<file path="src/rtl/lsu_lane_align.sv">
module lsu_lane_align (
  input  logic [31:0] base,
  input  logic [15:0] disp,
  input  logic [31:0] rt,
  input  logic [5:0]  opcode,
  input  logic [31:0] rdata,
  output logic [31:0] eff_addr,
  output logic [29:0] word_addr,
  output logic [1:0]  mem_cmd,
  output logic [3:0]  byte_we,
  output logic [31:0] wdata,
  output logic [31:0] load_val,
  output logic        misaligned
);
  localparam logic [5:0] OP_LDB  = 6'b100000;
  localparam logic [5:0] OP_LDH  = 6'b100001;
  localparam logic [5:0] OP_LDW  = 6'b100011;
  localparam logic [5:0] OP_LDBU = 6'b100100;
  localparam logic [5:0] OP_LDHU = 6'b100101;
  localparam logic [5:0] OP_STB  = 6'b101000;
  localparam logic [5:0] OP_STH  = 6'b101001;
  localparam logic [5:0] OP_STW  = 6'b101011;

  logic is_ld, is_st, sz_b, sz_h, sz_w;
  logic [7:0]  lane_byte;
  logic [15:0] lane_half;

  assign eff_addr  = base + {{16{disp[15]}}, disp};
  assign word_addr = eff_addr[31:2];

  always_comb begin
    is_ld = 1'b0; is_st = 1'b0; sz_b = 1'b0; sz_h = 1'b0; sz_w = 1'b0;
    case (opcode)
      OP_LDB, OP_LDBU: begin is_ld = 1'b1; sz_b = 1'b1; end
      OP_LDH, OP_LDHU: begin is_ld = 1'b1; sz_h = 1'b1; end
      OP_LDW:          begin is_ld = 1'b1; sz_w = 1'b1; end
      OP_STB:          begin is_st = 1'b1; sz_b = 1'b1; end
      OP_STH:          begin is_st = 1'b1; sz_h = 1'b1; end
      OP_STW:          begin is_st = 1'b1; sz_w = 1'b1; end
      default: ;
    endcase
  end

  assign misaligned = (sz_h & eff_addr[0]) | (sz_w & (eff_addr[1:0] != 2'b00));

  assign mem_cmd = misaligned ? 2'd0 : is_ld ? 2'd1 : is_st ? 2'd2 : 2'd0;

  always_comb begin
    case (eff_addr[1:0])
      2'd0: lane_byte = rdata[7:0];
      2'd1: lane_byte = rdata[15:8];
      2'd2: lane_byte = rdata[23:16];
      default: lane_byte = rdata[31:24];
    endcase
  end
  assign lane_half = eff_addr[1] ? rdata[31:16] : rdata[15:0];

  always_comb begin
    load_val = '0;
    if (is_ld && !misaligned) begin
      case (opcode)
        OP_LDB:  load_val = {{24{lane_byte[7]}}, lane_byte};
        OP_LDBU: load_val = {24'd0, lane_byte};
        OP_LDH:  load_val = {{16{lane_half[15]}}, lane_half};
        OP_LDHU: load_val = {16'd0, lane_half};
        default: load_val = rdata;
      endcase
    end
  end

  always_comb begin
    byte_we = '0;
    wdata   = '0;
    if (is_st) begin
      if (sz_b) begin
        wdata = {4{rt[7:0]}};
        byte_we = 4'b0001 << eff_addr[1:0];
      end else if (sz_h) begin
        wdata = {2{rt[15:0]}};
        byte_we = eff_addr[1] ? 4'b1100 : 4'b0011;
      end else begin
        wdata = rt;
        byte_we = 4'b1111;
      end
      if (misaligned) byte_we = '0;
    end
  end
endmodule

</file>
<file path="config.mk">
export PLATFORM = sky130hd
export DESIGN_NAME = lsu_lane_align
export DESIGN_NICKNAME = d
export VERILOG_FILES = /design/src/rtl/lsu_lane_align.sv
export SDC_FILE = /design/constraint.sdc
export NUM_CORES = 1
export LEC_CHECK = 0
export ABC_AREA = 1
export CAP_MARGIN = 15
export CORE_AREA = 2 2 97 99
export DETAILED_ROUTE_END_ITERATION = 6
export DIE_AREA = 0 0 99 101
export DONT_BUFFER_PORTS = 1
export GPL_TIMING_DRIVEN = 1
export PLACE_DENSITY = 0.63
export SYNTH_ARGS = -nofsm -noshare
export SYNTH_HDL_FRONTEND = slang
export SYNTH_SLANG_ARGS = --single-unit
</file>
<file path="constraint.sdc">
create_clock -name vclk -period 3.5
set_clock_uncertainty 0.1 [all_clocks]
set_input_delay 0.525 -clock vclk [all_inputs]
set_output_delay 0.525 -clock vclk [all_outputs]
set_load 0.05 [all_outputs]
</file>
==> results of run 1 <==
==> cell families after synthesis <==
| family | after synthesis |
|---|---|
| xor+xnor | 16 |
| simple gates | 524 |
| fa+ha+maj | 32 |
| buf+inv | 229 |
| compound gates | 104 |
==> cells in the final DEF (no fill, tap or decap), drive strengths merged <==
| master | instances |
|---|---|
| nor2 | 137 |
| xor2 | 15 |
| xnor2 | 1 |
| nand4 | 6 |
| a21boi | 5 |
| clkinv | 3 |
| o211ai | 8 |
| o21bai | 2 |
| ha | 31 |
| nor3 | 14 |
| o21ai | 34 |
| nand3 | 49 |
| fa | 1 |
| a21o | 1 |
| buf | 110 |
| inv | 179 |
| a21oi | 54 |
| nand2 | 319 |
==> synthesized netlist by cell type <==
master	count	area, um2
nand3_4	3	52.6
a21boi_0	5	37.5
o211ai_2	1	12.5
inv_2	3	11.3
buf_4	30	225
xor2_1	15	131
nor3_2	8	80.1
nor2_8	1	20.0
nor2_2	3	18.8
nand3_2	1	10.0
buf_1	3	11.3
ha_1	31	388
nor2_4	1	11.3
nor3_1	6	30.0
inv_4	1	6.26
nand2_2	3	18.8
nand2_4	1	11.3
clkbuf_1	4	15.0
nand4_1	6	37.5
o211ai_1	7	52.6
buf_2	8	40.0
inv_1	175	657
nand3_1	44	220
a21oi_1	54	270
o21ai_0	34	170
nand2_1	315	1180
buf_6	2	22.5
clkinv_1	3	11.3
a21o_1	1	7.51
o21bai_1	2	15.0
xnor2_1	1	8.76
nor2_1	132	495
fa_1	1	20.0
==> final timing paths <==
check,from,to,slack [ns],cells past startpoint
max,base[0],load_val[4],0.13,9
min,rt[7],wdata[7],1.28,3
==> area by class of cell <==
cell class                 count  area [um2]  area share (%)
multi-input combinational    677        3500            63.2
timing repair buffer         110        1210            21.9
inverter                     182         686            12.4
tap                          111         139            2.51
==> per-layer routing <==
| layer | up-vias | share of wire [%] | track usage, % |
|---|---|---|---|
| met5 | - | 0 | 0 |
| met4 | 0 | 1.5 | 3.37 |
| met3 | 26 | 8.2 | 3.26 |
| met2 | 210 | 50 | 47.2 |
| met1 | 2362 | 40 | 31.8 |
| li1 | 2854 | - | - |
==> stage by stage <==
step                      cell area, um2  worst slack [ns]  std cells  TNS (ns)
after floorplan                     4370           -0.0441        905    -0.152
after global placement              5530             0.227       1079         0
after detailed placement            5530             0.156       1079         0
after CTS                           5530             0.157       1079         0
after global routing                5540          0.000405       1080         0
final                               5540             0.130       1080         0
==> where the power goes <==
group | total (mW) | switching, mW | internal, mW
Combinational | 1.38 | 1.03 | 0.344
Sequential | 0 | 0 | 0
Clock | 0 | 0 | 0
==> impl_metrics.csv, run 1 <==
group,metric,value,unit
cells_and_area,drive_above_1_share,16.4,%
yosys,synth.net_count,1055,
yosys,ys_types,33,
global_route,antenna_found_initial,0,
timing,max_slew.worst_pin.slew,0.491,ns
detailed_routing,ant_nets,0,
worst_setup_path,critPathCaptureType,"output port",
yosys,syn_inst,905,
cells_and_area,antenna_cells,0,
run,drv_cap,0,
min_path,holdCritPathClass,"input port to output port",
global_route,grt_max_degree,43,
cells_and_area,nClkBuffers,0,
cells_and_area,post-route-util,61.7,%
worst_setup_path,worstPathArrival,2.75,ns
floorplan,core_area,8980,um2
cells_and_area,layout.area.seq,0,um2
yosys,synthSimpleGateAreaFrac,50.9,%
placed_design,dpl.hpwl,11600,um
cells_and_area,seq_cell_count,0,
detailed_routing,wl_per_cell,12.7,um
detailed_routing,drc,0,
timing,setup_viol,0,
pwr,peakVddDrop,0.231,mV
worst_setup_path,cpMostUsedCell,"buf_4",
floorplan,die_w,99,um
floorplan,fp.dieH,101,um
worst_setup_path,cpMaxStageDelayCell,"fa_2",
timing,fmax,0.297,GHz
detailed_routing,firstDrtPassIters,5,
timing,drv_slew,0,
clocking,cts_setup_buffers,0,
yosys,synth_top_family_by_area,"simple AND/OR/NAND/NOR gates",
timing,hold_viol,0,
detailed_routing,dr.first_iter.drc_count,187,
detailed_routing,vias,5452,
yosys,yosys_warnings,0,
global_route,grt_pass1_wl,21600,um
yosys,syn-cell-area,4300,um2
yosys,yosysSeqAreaShare,0,%
yosys,synth_xor_area_share,3.26,%
placed_design,gp_congestion,0.915,
cells_and_area,syn_to_final_growth,28.7,%
yosys,synth_fa_ha_area_share,9.48,%
timing,maxSlewHeadroom,67.2,%
floorplan,die_area,10000,um2
pwr,p_leak,3.44,nW
pwr,p_per_area,249,nW/um2
global_route,grt_pass1_vias,4639,
worst_setup_path,startpoint_type,"input port",
worst_setup_path,slowest_delay,0.77,ns
floorplan,num_rows,35,
detailed_routing,wirelength,13700,um
timing,whs,1.28,ns
global_route,track_usage,25.4,%
worst_setup_path,crit_type,"input port to output port",
worst_setup_path,critPathRequiredTime,2.87,ns
cells_and_area,fill_cells,950,
worst_setup_path,cp_max_fo,16,
timing,fin_crit,3.37,ns
timing,post-route-period-util,96.3,%
yosys,synth.mux.area_fraction,0,%
placed_design,io_buffers,0,
yosys,postSynthAreaPerCell,4.75,um2
pwr,total_power,1.38,mW
global_route,overflow,0,
worst_setup_path,crit_chain,"ha_1, fa_2, buf_4, nand2_1, a21boi_0, o21ai_0, a21oi_1, nor3_2, buf_4",
run_status,outcome,"completed",
cells_and_area,finalNetCount,1121,
yosys,synth_compound_area_share,13.1,%
timing,rsz0062_at_grt,"no",
floorplan,start_util,47.9,%
worst_setup_path,critPathTopFamily,"adder cells",
clocking,holdBufCountCts,0,
detailed_routing,vias_per_cell,5.05,
clocking,post_cts_resized,0,
floorplan,ios,251,
worst_setup_path,cp.buffers_inverters,2,
No activity file was read; power rests on OpenSTA's default activity.
==> run 2: changes to the inputs <==
--- a/config.mk
+++ b/config.mk
@@ -7,12 +7,12 @@
 export LEC_CHECK = 0
 export ABC_AREA = 1
 export CAP_MARGIN = 15
-export CORE_AREA = 2 2 97 99
+export CORE_AREA = 2 2 96 98
 export DETAILED_ROUTE_END_ITERATION = 6
-export DIE_AREA = 0 0 99 101
+export DIE_AREA = 0 0 98 100
 export DONT_BUFFER_PORTS = 1
 export GPL_TIMING_DRIVEN = 1
-export PLACE_DENSITY = 0.63
+export PLACE_DENSITY = 0.64
 export SYNTH_ARGS = -nofsm -noshare
 export SYNTH_HDL_FRONTEND = slang
 export SYNTH_SLANG_ARGS = --single-unit
==> impl_metrics.csv, run 2 (synthesis results as in run 1) <==
group,metric,value,unit
global_route,use_met2,45.6,%
global_route,antenna_found_initial,0,
detailed_routing,dr.first_iter.drc_count,196,
worst_setup_path,cp_max_fo,10,
cells_and_area,fill_cells,946,
global_route,grtUsageMet1,32.0,%
global_route,grt.busiest_layer,"met2",
run_status,outcome,"completed",
detailed_routing,vias_per_cell,4.98,
worst_setup_path,crit_type,"input port to output port",
cells_and_area,seq_cell_count,0,
worst_setup_path,slowest_delay,0.70,ns
detailed_routing,firstDrtPassIters,5,
timing,post-route-period-util,95.4,%
worst_setup_path,critPathCaptureType,"output port",
cells_and_area,syn_to_final_growth,28.2,%
placed_design,dpl.hpwl,11500,um
timing,maxSlewHeadroom,64.1,%
worst_setup_path,cpMostUsedCell,"buf_4",
pwr,p_per_area,249,nW/um2
clocking,cts_setup_buffers,0,
cells_and_area,final_cell_area,5520,um2
global_route,grt_max_degree,29,
timing,rsz0062_at_grt,"no",
timing,fin_crit,3.34,ns
floorplan,die_area,9800,um2
floorplan,core_area,8890,um2
detailed_routing,vias,5360,
detailed_routing,ant_nets,0,
floorplan,num_rows,35,
global_route,grt_pass1_wl,21400,um
cells_and_area,layout.area.seq,0,um2
pwr,peakVddDrop,0.322,mV
placed_design,post-place-ws,0.200,ns
detailed_routing,wirelength,13400,um
worst_setup_path,startpoint_type,"input port",
cells_and_area,final_common_cell,"nand2_1",
cells_and_area,antenna_cells,0,
global_route,overflow,0,
placed_design,gp_congestion,0.941,
floorplan,start_util,48.4,%
worst_setup_path,critPathTopFamily,"adder cells",
cells_and_area,nClkBuffers,0,
timing,drv_slew,0,
timing,tns,0,ns
timing,fmax,0.300,GHz
min_path,holdCritPathClass,"input port to output port",
clocking,post_cts_resized,0,
worst_setup_path,crit_chain,"ha_1, fa_2, buf_4, clkinv_1, a21boi_0, o21ai_0, a21oi_1, nor3_2, buf_4",
pwr,p_leak,3.43,nW
global_route,use_met3,4.39,%
floorplan,ios,251,
placed_design,io_buffers,0,
timing,hold_viol,0,
run,drv_cap,0,
timing,max_slew.worst_pin.slew,0.536,ns
cells_and_area,drive_above_1_share,16.1,%
worst_setup_path,cp.buffers_inverters,3,
global_route,grt_pass1_vias,4576,
cells_and_area,finalNetCount,1117,
worst_setup_path,cpMaxStageDelayCell,"fa_2",
timing,fin_ws,0.162,ns
worst_setup_path,critPathRequiredTime,2.87,ns
timing,setup_viol,0,
worst_setup_path,worstPathArrival,2.71,ns
global_route,track_usage,25.2,%
floorplan,fp.dieH,100,um
cells_and_area,final_cell_count_no_fill,1076,
clocking,holdBufCountCts,0,
placed_design,dp_cells,1076,
cells_and_area,layout_common_cells,"nand2_1 (314), inv_1 (175), nor2_1 (127), buf_4 (75), a21oi_1 (54)",
cells_and_area,post-route-util,62.0,%
detailed_routing,drc,0,
placed_design,dpl_cell_area,5520,um2
floorplan,die_w,98,um
detailed_routing,wl_per_cell,12.4,um
==> run 2: changes by cell type in the layout (fill, tap and decap cells not counted), sizes merged <==
cell   delta
nand3     -1
buf       -3
==> run 2: layer usage <==
metal	wire length (um)	part of all wire, %
met5	0	0
met4	228	1.7
met2	6510	49
met3	1400	10
met1	5240	39
==> run 2: power breakdown <==
| part | internal [mW] | switching, mW | leakage [nW] |
|---|---|---|---|
| Clock | 0 | 0 | 0 |
| Combinational | 0.345 | 1.03 | 3.43 |
| Sequential | 0 | 0 | 0 |
==> run 2: path summary, 6_finish.rpt <==
path	startpoint	to	slack [ns]	cells after the start
worst max-delay path	base[0]	load_val[2]	0.16	9
worst min-delay path	rdata[5]	load_val[5]	1.25	2
==> run 2: area by class of cell <==
class	instances	area, um2	share of cell area [%]
inverters	182	686	12.4
multi-input cells	676	3490	63.2
well taps	111	139	2.52
repair buffers	107	1200	21.8
==> run 2: stage by stage <==
stage	power (mW)	hold slack, ns
3_5_place_dp	1.37	1.25
2_1_floorplan	1.16	1.19
5_1_grt	1.47	1.27
6_report	1.37	1.25
3_3_place_gp	1.37	1.24
4_1_cts	1.38	1.25
==> run 3: changes to the inputs <==
--- a/config.mk
+++ b/config.mk
@@ -12,7 +12,7 @@
 export DIE_AREA = 0 0 98 100
 export DONT_BUFFER_PORTS = 1
 export GPL_TIMING_DRIVEN = 1
-export PLACE_DENSITY = 0.64
+export PLACE_DENSITY = 0.67
 export SYNTH_ARGS = -nofsm -noshare
 export SYNTH_HDL_FRONTEND = slang
 export SYNTH_SLANG_ARGS = --single-unit
==> constraint.sdc (replaced) <==
create_clock -name vclk -period 2.8
set_clock_uncertainty 0.1 [all_clocks]
set_input_delay 0.42 -clock vclk [all_inputs]
set_output_delay 0.42 -clock vclk [all_outputs]
set_load 0.05 [all_outputs]
==> impl_metrics.csv, run 3 (synthesis results as in run 1) <==
group,metric,value,unit
cells_and_area,nClkBuffers,0,
cells_and_area,layout_common_cells,"nand2_1 (293), inv_1 (151), nor2_1 (122), buf_4 (60), a21oi_1 (49)",
run_status,outcome,"finished with violations",
timing,hold_viol,0,
cells_and_area,final_common_cell,"nand2_1",
pwr,peakVddDrop,0.255,mV
run_status,violations,"negative setup slack",
detailed_routing,vias,5701,
timing,fin_ws,-0.0528,ns
timing,fmax,0.351,GHz
detailed_routing,ant_nets,0,
pwr,p_leak,3.32,nW
cells_and_area,final_cell_count_no_fill,1074,
worst_setup_path,critPathRequiredTime,2.28,ns
cells_and_area,seq_cell_count,0,
floorplan,fp.dieH,100,um
cells_and_area,antenna_cells,0,
floorplan,die_w,98,um
timing,drv_slew,0,
placed_design,dp_cells,1067,
cells_and_area,drive_above_1_share,24.1,%
worst_setup_path,startpoint_type,"input port",
min_path,holdCritPathClass,"input port to output port",
timing,fin_crit,2.85,ns
detailed_routing,vias_per_cell,5.31,
cells_and_area,layout.area.seq,0,um2
floorplan,die_area,9800,um2
global_route,grt_pass1_wl,23200,um
pwr,p_per_area,328,nW/um2
worst_setup_path,critPathCaptureType,"output port",
detailed_routing,wirelength,14800,um
global_route,grt_pass1_vias,5330,
run,drv_cap,0,
floorplan,num_rows,35,
placed_design,post-place-ws,-0.130,ns
detailed_routing,wl_per_cell,13.7,um
floorplan,core_area,8890,um2
global_route,antenna_found_initial,0,
cells_and_area,fill_cells,762,
cells_and_area,finalNetCount,1115,
timing,maxSlewHeadroom,73.5,%
timing,rsz0062_at_grt,"yes",
timing,setup_viol,16,
worst_setup_path,worstPathArrival,2.33,ns
placed_design,io_buffers,0,
global_route,grt_max_degree,30,
timing,post-route-period-util,102,%
cells_and_area,post-route-util,69.0,%
global_route,overflow,0,
global_route,track_usage,27.4,%
cells_and_area,multiInputGateArea,3870,um2
cells_and_area,syn_to_final_growth,42.5,%
pwr,total_power,2.01,mW
placed_design,dpl.hpwl,12100,um
floorplan,start_util,48.4,%
placed_design,gp_congestion,0.953,
timing,max_slew.worst_pin.slew,0.395,ns
floorplan,ios,251,
worst_setup_path,crit_type,"input port to output port",
worst_setup_path,cp_max_fo,6,
detailed_routing,drc,0,
detailed_routing,firstDrtPassIters,6,
detailed_routing,dr.first_iter.drc_count,202,
[run 3: worst paths after layout]
path | startpoint | cells past startpoint | slack, ns | endpoint
setup / recovery | base[0] | 11 | -0.05 | load_val[28]
hold / removal | disp[0] | 1 | 1.01 | eff_addr[0]
[run 3: what timing repair did]
item                                    CTS  global route
pin swaps                                 2            17
endpoints found under the setup margin   27            37
cloned                                    0             2
hold buffers                              0             0
gates resized for setup                   0            56
buffers inserted                          2             3
[run 3: where the power goes]
part	internal [mW]	switching, mW
Combinational	0.628	1.38
Sequential	0	0
Clock	0	0
[run 3: cell type report]
| type | instances | area share, % |
|---|---|---|
| repair inverters | 1 | 0.0816 |
| multi-input cells | 676 | 63.1 |
| well taps | 111 | 2.27 |
| repair buffers | 104 | 21.6 |
| inverters | 182 | 12.9 |
[run 3: routing by layer]
| metal | vias to the layer above | GRT usage [%] | part of all wire (%) |
|---|---|---|---|
| met1 | 2544 | 31.6 | 37 |
| li1 | 2838 | - | - |
| met5 | - | 0 | 0 |
| met2 | 268 | 51.5 | 51 |
| met3 | 51 | 4.60 | 8.6 |
| met4 | 0 | 8.76 | 3.8 |
[run 3: worst max-delay path, stage by stage]
cell and delay [ns]:
ha_4 0.15, fa_2 0.58, buf_12 0.15, buf_6 0.11
nor2_4 0.04, o211ai_4 0.18, nand3_4 0.12, nand3_4 0.13
buf_12 0.14, nand3_2 0.10, clkinvlp_4 0.21
[run 3: per-stage QoR]
stage               setup TNS [ns]  hold slack (ns)  area [um2]
floorplan                    -6.17            0.958        4770
global placement            -0.584             1.00        5830
detailed placement           -1.37             1.01        5830
CTS                         -0.212             1.01        5850
global route                 -1.90             1.01        6130
finish                      -0.608             1.01        6130
